[src/rtl/wfr_pkg.sv]
package wfr_pkg;
  typedef enum logic [1:0] {
    ST_SEARCH = 2'd0,
    ST_VERIFY = 2'd1,
    ST_LOCKED = 2'd2,
    ST_HOLD   = 2'd3
  } wfr_state_e;
endpackage

[src/rtl/wfr_window.sv]
module wfr_window #(
  parameter int W = 10
) (
  input  logic         clk,
  input  logic         rst_n,
  input  logic [W-1:0] in_word,
  output logic [W-1:0] cur_word,
  output logic [W-1:0] prev_word
);
  always_ff @(posedge clk) begin
    if (!rst_n) begin
      cur_word  <= '0;
      prev_word <= '0;
    end else begin
      cur_word  <= in_word;
      prev_word <= cur_word;
    end
  end
endmodule

[src/rtl/wfr_funnel.sv]
module wfr_funnel #(
  parameter int W     = 10,
  parameter int OFF_W = 4
) (
  input  logic [W-1:0]     prev_word,
  input  logic [W-1:0]     cur_word,
  input  logic [OFF_W-1:0] offset,
  output logic [W-1:0]     framed
);
  localparam int WIN_W = 2 * W;

  // Earliest bit sits at the top of the window; offset k skips k bits.
  function automatic logic [W-1:0] take_slice(input logic [WIN_W-1:0] win,
                                               input logic [OFF_W-1:0] k);
    logic [WIN_W-1:0] sh;
    sh = win << k;
    return sh[WIN_W-1 -: W];
  endfunction

  logic [WIN_W-1:0] window;
  assign window = {prev_word, cur_word};
  assign framed = take_slice(window, offset);
endmodule

[src/rtl/wfr_matcher.sv]
module wfr_matcher #(
  parameter int           W       = 10,
  parameter logic [W-1:0] TRAIN_A = 10'b0101010100,
  parameter logic [W-1:0] TRAIN_B = 10'b1010101011
) (
  input  logic         clk,
  input  logic         rst_n,
  input  logic [W-1:0] framed,
  output logic         is_train,
  output logic         match
);
  logic [W-1:0] last_framed;

  always_ff @(posedge clk) begin
    if (!rst_n) last_framed <= '0;
    else        last_framed <= framed;
  end

  assign is_train = (framed == TRAIN_A) || (framed == TRAIN_B);
  assign match    = is_train && (framed != last_framed);

  AST_MATCH_MOVES: assert property (@(posedge clk) disable iff (!rst_n)
    match |=> (last_framed != $past(last_framed)) || !$past(rst_n));
endmodule

[src/rtl/wfr_ctrl.sv]
module wfr_ctrl
  import wfr_pkg::*;
#(
  parameter int W        = 10,
  parameter int OFF_W    = 4,
  parameter int VERIFY_N = 4
) (
  input  logic             clk,
  input  logic             rst_n,
  input  logic             match,
  input  logic             reinit,
  input  logic             scan_force,
  input  logic [OFF_W-1:0] scan_offset,
  output logic [OFF_W-1:0] offset,
  output wfr_state_e       state,
  output logic             locked
);
  localparam int CNT_W = $clog2(VERIFY_N + 1);
  localparam logic [OFF_W-1:0] OFF_MAX  = OFF_W'(W - 1);
  localparam logic [CNT_W-1:0] CNT_LAST = CNT_W'(VERIFY_N - 1);

  function automatic logic [OFF_W-1:0] next_off(input logic [OFF_W-1:0] k);
    return (k >= OFF_MAX) ? '0 : k + 1'b1;
  endfunction

  function automatic logic [OFF_W-1:0] clamp_off(input logic [OFF_W-1:0] k);
    return (k > OFF_MAX) ? OFF_MAX : k;
  endfunction

  wfr_state_e       state_q, state_d;
  logic [OFF_W-1:0] off_q, off_d;
  logic [CNT_W-1:0] cnt_q, cnt_d;

  // Named events for the assertions below.
  logic data_driven, search_miss, verify_done;
  assign data_driven = !scan_force && !reinit;
  assign search_miss = data_driven && (state_q == ST_SEARCH) && !match;
  assign verify_done = data_driven && (state_q == ST_VERIFY) && match && (cnt_q == CNT_LAST);

  always_comb begin
    state_d = state_q;
    off_d   = off_q;
    cnt_d   = cnt_q;
    if (scan_force) begin
      state_d = ST_HOLD;
      off_d   = clamp_off(scan_offset);
      cnt_d   = '0;
    end else if (reinit) begin
      state_d = ST_SEARCH;
      cnt_d   = '0;
    end else begin
      unique case (state_q)
        ST_SEARCH: begin
          if (match) begin
            state_d = ST_VERIFY;
            cnt_d   = '0;
          end else begin
            off_d = next_off(off_q);
          end
        end
        ST_VERIFY: begin
          if (!match)          state_d = ST_SEARCH;
          else if (verify_done) state_d = ST_LOCKED;
          else                  cnt_d = cnt_q + 1'b1;
        end
        ST_LOCKED: ;
        ST_HOLD:   state_d = ST_SEARCH;
        default:   state_d = ST_SEARCH;
      endcase
    end
  end

  always_ff @(posedge clk) begin
    if (!rst_n) begin
      state_q <= ST_SEARCH;
      off_q   <= '0;
      cnt_q   <= '0;
    end else begin
      state_q <= state_d;
      off_q   <= off_d;
      cnt_q   <= cnt_d;
    end
  end

  assign offset = off_q;
  assign state  = state_q;
  assign locked = (state_q == ST_LOCKED);

  AST_OFFSET_RANGE: assert property (@(posedge clk) disable iff (!rst_n)
    off_q <= OFF_MAX);
  AST_SEARCH_STEP: assert property (@(posedge clk) disable iff (!rst_n)
    search_miss |=> off_q == next_off($past(off_q)));
  AST_LOCK_ENTRY: assert property (@(posedge clk) disable iff (!rst_n)
    $rose(locked) |-> ($past(state_q) == ST_VERIFY) && $past(match));
  AST_LOCK_FROZEN: assert property (@(posedge clk) disable iff (!rst_n)
    (state_q == ST_LOCKED && data_driven) |=> (state_q == ST_LOCKED) && $stable(off_q));
  AST_REINIT_SEARCH: assert property (@(posedge clk) disable iff (!rst_n)
    (reinit && !scan_force) |=> (state_q == ST_SEARCH) && !locked);
  AST_FORCE_HOLD: assert property (@(posedge clk) disable iff (!rst_n)
    scan_force |=> (state_q == ST_HOLD) && !locked);
endmodule

[src/rtl/word_framer.sv]
module word_framer
  import wfr_pkg::*;
#(
  parameter int                 WORD_W   = 10,
  parameter int                 VERIFY_N = 4,
  parameter logic [WORD_W-1:0]  TRAIN_A  = 10'b0101010100,
  parameter logic [WORD_W-1:0]  TRAIN_B  = 10'b1010101011
) (
  input  logic              clk,
  input  logic              rst_n,
  input  logic [WORD_W-1:0] rx_word,
  input  logic              reinit,
  input  logic              scan_force,
  input  logic [3:0]        scan_offset,
  output logic [WORD_W-1:0] framed_word,
  output logic [WORD_W-1:0] raw_word,
  output logic [3:0]        cur_offset,
  output logic [1:0]        fsm_state,
  output logic              locked
);
  localparam int OFF_W = 4;

  logic [WORD_W-1:0] cur_w, prev_w, framed_w;
  logic              is_train, match;
  logic [OFF_W-1:0]  offset;
  wfr_state_e        state;

  wfr_window #(.W(WORD_W)) u_window (
    .clk(clk), .rst_n(rst_n), .in_word(rx_word),
    .cur_word(cur_w), .prev_word(prev_w)
  );

  wfr_funnel #(.W(WORD_W), .OFF_W(OFF_W)) u_funnel (
    .prev_word(prev_w), .cur_word(cur_w), .offset(offset), .framed(framed_w)
  );

  wfr_matcher #(.W(WORD_W), .TRAIN_A(TRAIN_A), .TRAIN_B(TRAIN_B)) u_matcher (
    .clk(clk), .rst_n(rst_n), .framed(framed_w), .is_train(is_train), .match(match)
  );

  wfr_ctrl #(.W(WORD_W), .OFF_W(OFF_W), .VERIFY_N(VERIFY_N)) u_ctrl (
    .clk(clk), .rst_n(rst_n), .match(match), .reinit(reinit),
    .scan_force(scan_force), .scan_offset(scan_offset),
    .offset(offset), .state(state), .locked(locked)
  );

  assign framed_word = framed_w;
  assign raw_word    = cur_w;
  assign cur_offset  = offset;
  assign fsm_state   = state;

  AST_TRAIN_WHEN_LOCKING: assert property (@(posedge clk) disable iff (!rst_n)
    (fsm_state == 2'd1 && !reinit && !scan_force && !is_train) |=> fsm_state == 2'd0);
endmodule

[config.mk]
export PLATFORM = sky130hd
export DESIGN_NAME = word_framer
export DESIGN_NICKNAME = d
export VERILOG_FILES = /design/src/rtl/wfr_pkg.sv /design/src/rtl/wfr_window.sv /design/src/rtl/wfr_funnel.sv /design/src/rtl/wfr_matcher.sv /design/src/rtl/wfr_ctrl.sv /design/src/rtl/word_framer.sv
export SDC_FILE = /design/constraint.sdc
export NUM_CORES = 1
export LEC_CHECK = 0
export ABC_AREA = 1
export BUFFER_PORTS_ARGS = -buffer_cell sky130_fd_sc_hd__clkbuf_2
export CORE_MARGIN = 5
export CORE_UTILIZATION = 40
export DETAILED_ROUTE_END_ITERATION = 12
export HOLD_SLACK_MARGIN = 0.06
export PLACE_DENSITY = 0.7
export SLEW_MARGIN = 40
export SYNTH_ARGS = -nofsm -noshare
export SYNTH_HDL_FRONTEND = slang
export SYNTH_HIERARCHICAL = 1
export SYNTH_SLANG_ARGS = --single-unit
[constraint.sdc]
create_clock -name clk -period 3.5 [get_ports clk]
set_input_delay 0 -clock clk [delete_from_list [all_inputs] [get_ports clk]]
set_output_delay 0 -clock clk [all_outputs]
set_load 0.05 [all_outputs]
After elaboration in Yosys (flattened, before gate mapping)
Cells that the tools add are included.
{"block": "op_classes", "add_sub_neg": 2, "n_mul": 0, "div_mod_pow": 0, "order_cmp": 2, "eq_ne": 14, "n_shift": 1, "muxes": 16, "bitwise": 1, "n_reduce_logical": 16}
{"op": "4-bit 2-to-1 mux", "count": 6}
{"op": "20-bit by 4-bit << shifter with 20-bit output", "count": 1}
{"op": "10-bit equality test, second input constant", "count": 1}
{"op": "10-bit by 9-bit equality test with 1-bit output, second input constant", "count": 1}
{"op": "2-bit 2-to-1 mux", "count": 5}
{"op": "10-bit != test", "count": 1}
{"op": "3-bit 2-to-1 mux", "count": 3}
{"op": "2-bit by 1-bit != test with 1-bit output, second input constant", "count": 3}
{"op": "2-bit one-hot mux with 3 select lines", "count": 1}
{"op": "3-bit one-hot mux with 2 select lines", "count": 1}
{"op": "3-bit AND reduction", "count": 2}
{"op": "1-bit logical AND", "count": 5}
{"op": "5-bit != test, second input constant", "count": 1}
{"op": "5-bit nonzero test", "count": 1}
{"op": "4-bit by 1-bit adder with 4-bit output, second input constant", "count": 1}
{"op": "2-bit equality test, second input constant", "count": 2}
{"op": "4-bit greater-or-equal comparator, second input constant", "count": 1}
{"op": "4-bit > comparator, second input constant", "count": 1}
{"op": "2-bit != test, second input constant", "count": 2}
{"op": "4-bit by 3-bit != test with 1-bit output, second input constant", "count": 1}
{"op": "4-bit AND reduction", "count": 1}
{"op": "2-bit nonzero test", "count": 2}
{"op": "3-bit by 1-bit adder with 3-bit output, second input constant", "count": 1}
{"op": "3-bit by 2-bit equality test with 1-bit output, second input constant", "count": 1}
{"op": "6 further kinds", "count": 7}
{"block": "totals", "regBits": 39, "latch_bits": 0, "mem_bits_rw": 0, "mem_bits_ro": 0, "input_bits": 18, "out_inout_bits": 27, "elab_cells": 58, "mem_count": 0}

Depth between registers and ports, before layout
{"block": "depth", "ltp_word": 11, "ltp_mapped": 21, "mapped_depth_nobuf": 20}

Cells and area by module
The synthesis kept the hierarchy.
{"mod": "wfr_funnel", "n_inst": 1, "cells_each": 171, "area_per_inst_um2": 888.4, "seq_area_each_um2": 0.0}
{"mod": "wfr_ctrl", "n_inst": 1, "cells_each": 96, "area_per_inst_um2": 636.9, "seq_area_each_um2": 180.2}
{"mod": "wfr_window", "n_inst": 1, "cells_each": 62, "area_per_inst_um2": 573.0, "seq_area_each_um2": 400.4}
{"mod": "wfr_matcher", "n_inst": 1, "cells_each": 90, "area_per_inst_um2": 533.0, "seq_area_each_um2": 200.2}

Least setup slack after synthesis
No wires, ideal clock.
{"block": "synth_timing", "kind": "register to register", "startpoint": "register u_ctrl.off_q[0] (netlist: u_ctrl/offset[0])", "endpoint": "register u_ctrl.off_q[2] (netlist: u_ctrl/offset[2])", "setup_time_ps": 121, "arrival_time_ps": 2897, "t_required_ps": 3379, "setup_slack_ps": 481, "stages_incl_launch_ff": 19, "n_path_buf": 1, "synth_period_minus_slack_ps": 3019, "cell_sequence": "dfxtp_1 > inv_1 > buf_6 > nand2_1 > nand3_2 > nand3_1 > nand2_1 > inv_1 > nand2_1 > nor2_1 > nand4_1 > nor2_2 > nor2_1 > nor2_1 > nor2_1 > nand2_1 > nand2_2 > o21ai_0 > a21oi_1"}
{"block": "synth_between", "elab_chain_cells": 6, "word_cells_on_any_way": 15, "classes_between": "add/sub (1); order compare (1); eq/ne (4); shift (1); mux (5); reduce/logical (3)"}
{"element": "start: declaration", "line_no": "wfr_ctrl.sv:31", "text": "logic [OFF_W-1:0] off_q, off_d;"}
{"element": "start signal: assignment", "line_no": "wfr_ctrl.sv:76", "text": "off_q <= '0;"}
{"element": "start signal: assignment", "line_no": "wfr_ctrl.sv:80", "text": "off_q <= off_d;"}
{"element": "20-bit by 4-bit << shifter with 20-bit output *", "line_no": "wfr_funnel.sv:16", "text": "sh = win << k;"}
{"element": "net framed_word[6]", "line_no": "word_framer.sv:15", "text": "output logic [WORD_W-1:0] framed_word,"}
{"element": "10-bit by 9-bit equality test with 1-bit output or 10-bit equality test (tied branches)", "line_no": "wfr_matcher.sv:19", "text": "assign is_train = (framed == TRAIN_A) || (framed == TRAIN_B);"}
{"element": "1-bit logical OR", "line_no": "wfr_matcher.sv:19"}
{"element": "1-bit logical AND *", "line_no": "wfr_matcher.sv:20", "text": "assign match = is_train && (framed != last_framed);"}
{"element": "net match", "line_no": "word_framer.sv:24", "text": "logic is_train, match;"}
{"element": "2-bit != test (no source line) *"}
{"element": "3-bit AND reduction (no source line) *"}
Mark *: on every way through the listed nets, which the timed path passes. The rest lies on a longest branch. The select of a mux whose other input is x is not followed.
A chain may end at the register's enable or synchronous reset.

Worst setup path in the final report
{"block": "layout_timing", "startpoint": "register u_ctrl.off_q[2] (netlist: u_ctrl/offset[2])", "endpoint": "register u_ctrl.cnt_q[1]"}
{"block": "layout_between", "elab_chain_cells": 8, "word_cells_on_any_way": 12, "classes_between": "eq/ne (6); shift (1); reduce/logical (5)"}
{"element": "20-bit by 4-bit << shifter with 20-bit output *", "line_no": "wfr_funnel.sv:16"}
{"element": "10-bit by 9-bit equality test with 1-bit output or 10-bit equality test (tied branches)", "line_no": "wfr_matcher.sv:19"}
{"element": "1-bit logical OR", "line_no": "wfr_matcher.sv:19"}
{"element": "1-bit logical AND *", "line_no": "wfr_matcher.sv:20"}
{"element": "net match", "line_no": "word_framer.sv:24"}
{"element": "1-bit logical AND (2 in a row)", "line_no": "wfr_ctrl.sv:38", "text": "assign verify_done = data_driven && (state_q == ST_VERIFY) && match && (cnt_q == CNT_LAST);"}
{"element": "2-bit != test (no source line)"}
{"element": "4-bit AND reduction (no source line) *"}
{"element": "end signal: assignment", "line_no": "wfr_ctrl.sv:81", "text": "cnt_q <= cnt_d;"}
{"element": "end: declaration", "line_no": "wfr_ctrl.sv:32", "text": "logic [CNT_W-1:0] cnt_q, cnt_d;"}
Mark *: on every way through the listed nets, which the timed path passes. The rest lies on a longest branch.

==> metrics.txt <==
status complete, no violations; Clock Skew 0.00459 ns; Finished Layout Cells 546; CP bufs+invs 1; number of port buffers 44; cts bufs inserted 5; First-pass DRT Iterations 4; Syn Area/Cell 6.29 um^2; delay of the slowest cell on the worst path 0.84 ns; portion of the clock cycle consumed by the worst path in the final layout 0.798; num ports 45; Routed WL 6290 um; final setup violation count 0; clk sinks 39; worst min-delay path class input port to flip-flop; ANT cells 0; post-cts sizing count 0; maximum clock insertion buffer count 2; count of H-tree levels built during CTS 2; critical path fanouts, max 19; growth of design area from synthesis to finish 15.5%; CP Capture Type flip-flop; WL per Instance 11.5 um; worst path required time 3.73 ns; post-synthesis net count 441; Total Routing Usage GR 0.153; wire length of the first global-routing pass 10900 um; number of maximum-capacitance violations 0; transition time of the tightest slew-check pin 0.785 ns; final routed DRC violation total 0; leakage 0.00173 uW; antenna-violating nets left 0; insertion delay to the later sink of the worst-skew pair 0.29 ns; post-detailed-placement half-perimeter wirelength 4660 um; gate count of the mapped netlist between 400 and 500; fraction of final layout cells with drive strength greater than 1 0.186; largest net degree at the start of global routing 37; worst slack on hold paths 0.0798 ns; most frequent standard cell in the layout excluding fill and tap cells sky130_fd_sc_hd__nand2_1; worst IR drop on VDD 0.236 mV; TritonCTS clock tree built; cell chain of the critical path inv_2 -> nand3_1 -> nand2_1 -> nand2_1 -> nand2_1 -> nor2_1 -> nand4_1 -> nor2_1 -> nor2_1 -> nor2_1 -> nand2_2 -> a31oi_1 -> nor2_1 -> nor2_1; Placeable Area 6390 um^2; dpl ws 0.777 ns; gp weighted congestion 0.892; width of the die 91.1 um; via density per instance 4.91; cell occurring most often along the worst timing path sky130_fd_sc_hd__nor2_1; number of nets in the layout 491; cell family with most CP delay simple AND/OR/NAND/NOR gates; tightest slew margin relative to the limit 0.476; Final Hold Viols 0; highest achievable clock rate roughly 360 MHz; post-route total power between 1000 and 1500 uW; startpoint types flip-flop; die extent in y 91.1 um; unrepaired setup endpoints after global routing no; Total Neg Setup Slack 0 ns; critical path arrival a little over 3 ns; count of synthesis-stage warnings from yosys 6; antenna violations before repair 0; CP max stage cell sky130_fd_sc_hd__dfxtp_1; count of pins over their slew limit 0; initial standard-cell utilization of the core 0.411; total congestion overflow 0; clock transition at the registers of the reported paths around 0.08 ns; vias in the first global route 2476; cell chosen for the clock root sky130_fd_sc_hd__clkbuf_8; ratio of total power to cell area 455 nW/um^2; startpoint-to-endpoint class of the critical path flip-flop to flip-flop; Tmin final around 2.8 ns; number of vias after detailed routing 2681; number of cells in the design after placement about 530; Die ar. 8290 um^2; summed instance area of the synthesized netlist 2630 um^2; Final Worst Setup Slack 0.707 ns; DRC marker count from the first detailed-route iteration 244; most used cells in the layout excluding fill and tap cells sky130_fd_sc_hd__nand2_1, sky130_fd_sc_hd__nand3_1, sky130_fd_sc_hd__inv_1; Std-Cell Rows 29
[worst min-delay path: cells and delay by family]
kind | cells | cell delay [ns]
buffers and inverters | 1 | 0.15
AND/OR/NAND/NOR | 2 | 0.12
AO/OA/AOI/OAI | 1 | 0.06
[cell type report]
cell class	count	area [um^2]
Fill cell	651	3350
Clock inverter	2	35.0
Sequential cell	39	781
Tap cell	77	96.3
Inverter	71	268
Clock buffer	6	82.6
Timing Repair Buffer	57	345
Multi-Input combinational cell	294	1430
[what timing repair did]
item | 4_1_cts | 5_1_grt
hold buffers | 11 | 0
endpoints found under the hold margin | 11 | 0
setup buffers | 0 | 0
[per-layer routing]
layer	share of wire	vias to the layer above	global-route usage
li1	-	1398	-
met4	0.030	0	0.0685
met2	0.48	80	0.257
met5	0	-	0
met1	0.45	1184	0.191
met3	0.041	19	0.0248
[state kept, by name (all words and copies together) (netlist names)]
signal and count:
u_window/cur_word 10, u_matcher/last_framed 10, u_ctrl/cnt_q 3, u_ctrl/offset 4, u_window/prev_word 10, u_ctrl/state 2
[path summary, 6_finish.rpt]
| path | slack [ns] | endpoint | depth (start not counted) | start |
|---|---|---|---|---|
| worst min register to register | 0.48 | u_window/prev_word[9]$_SDFF_PN0_ | 2 | u_window/cur_word[9]$_SDFF_PN0_ |
| worst min-delay path | 0.08 | u_ctrl/state[1]$_SDFFE_PN0P_ | 4 | reinit |
| worst max register to register | 0.71 | u_ctrl/cnt_q[1]$_SDFFE_PP0P_ | 14 | u_ctrl/offset[2]$_SDFFE_PN0P_ |
| worst max-delay path | 0.71 | u_ctrl/cnt_q[1]$_SDFFE_PP0P_ | 14 | u_ctrl/offset[2]$_SDFFE_PN0P_ |
[power breakdown]
| part | internal (uW) | leakage [uW] | total, uW | switching [uW] |
|---|---|---|---|---|
| clock | 231 | 0.0000612 | 388 | 158 |
| combinational | 133 | 0.00135 | 487 | 354 |
| sequential | 474 | 0.000322 | 504 | 30.5 |
[stage by stage]
stage,cell area (um^2),util
2_1_floorplan,2630,-
3_3_place_gp,2810,0.440
3_5_place_dp,2810,0.440
4_1_cts,3040,0.475
5_1_grt,3040,0.475
6_report,3040,0.475
Note: power is estimated with default switching activity, not from simulation.
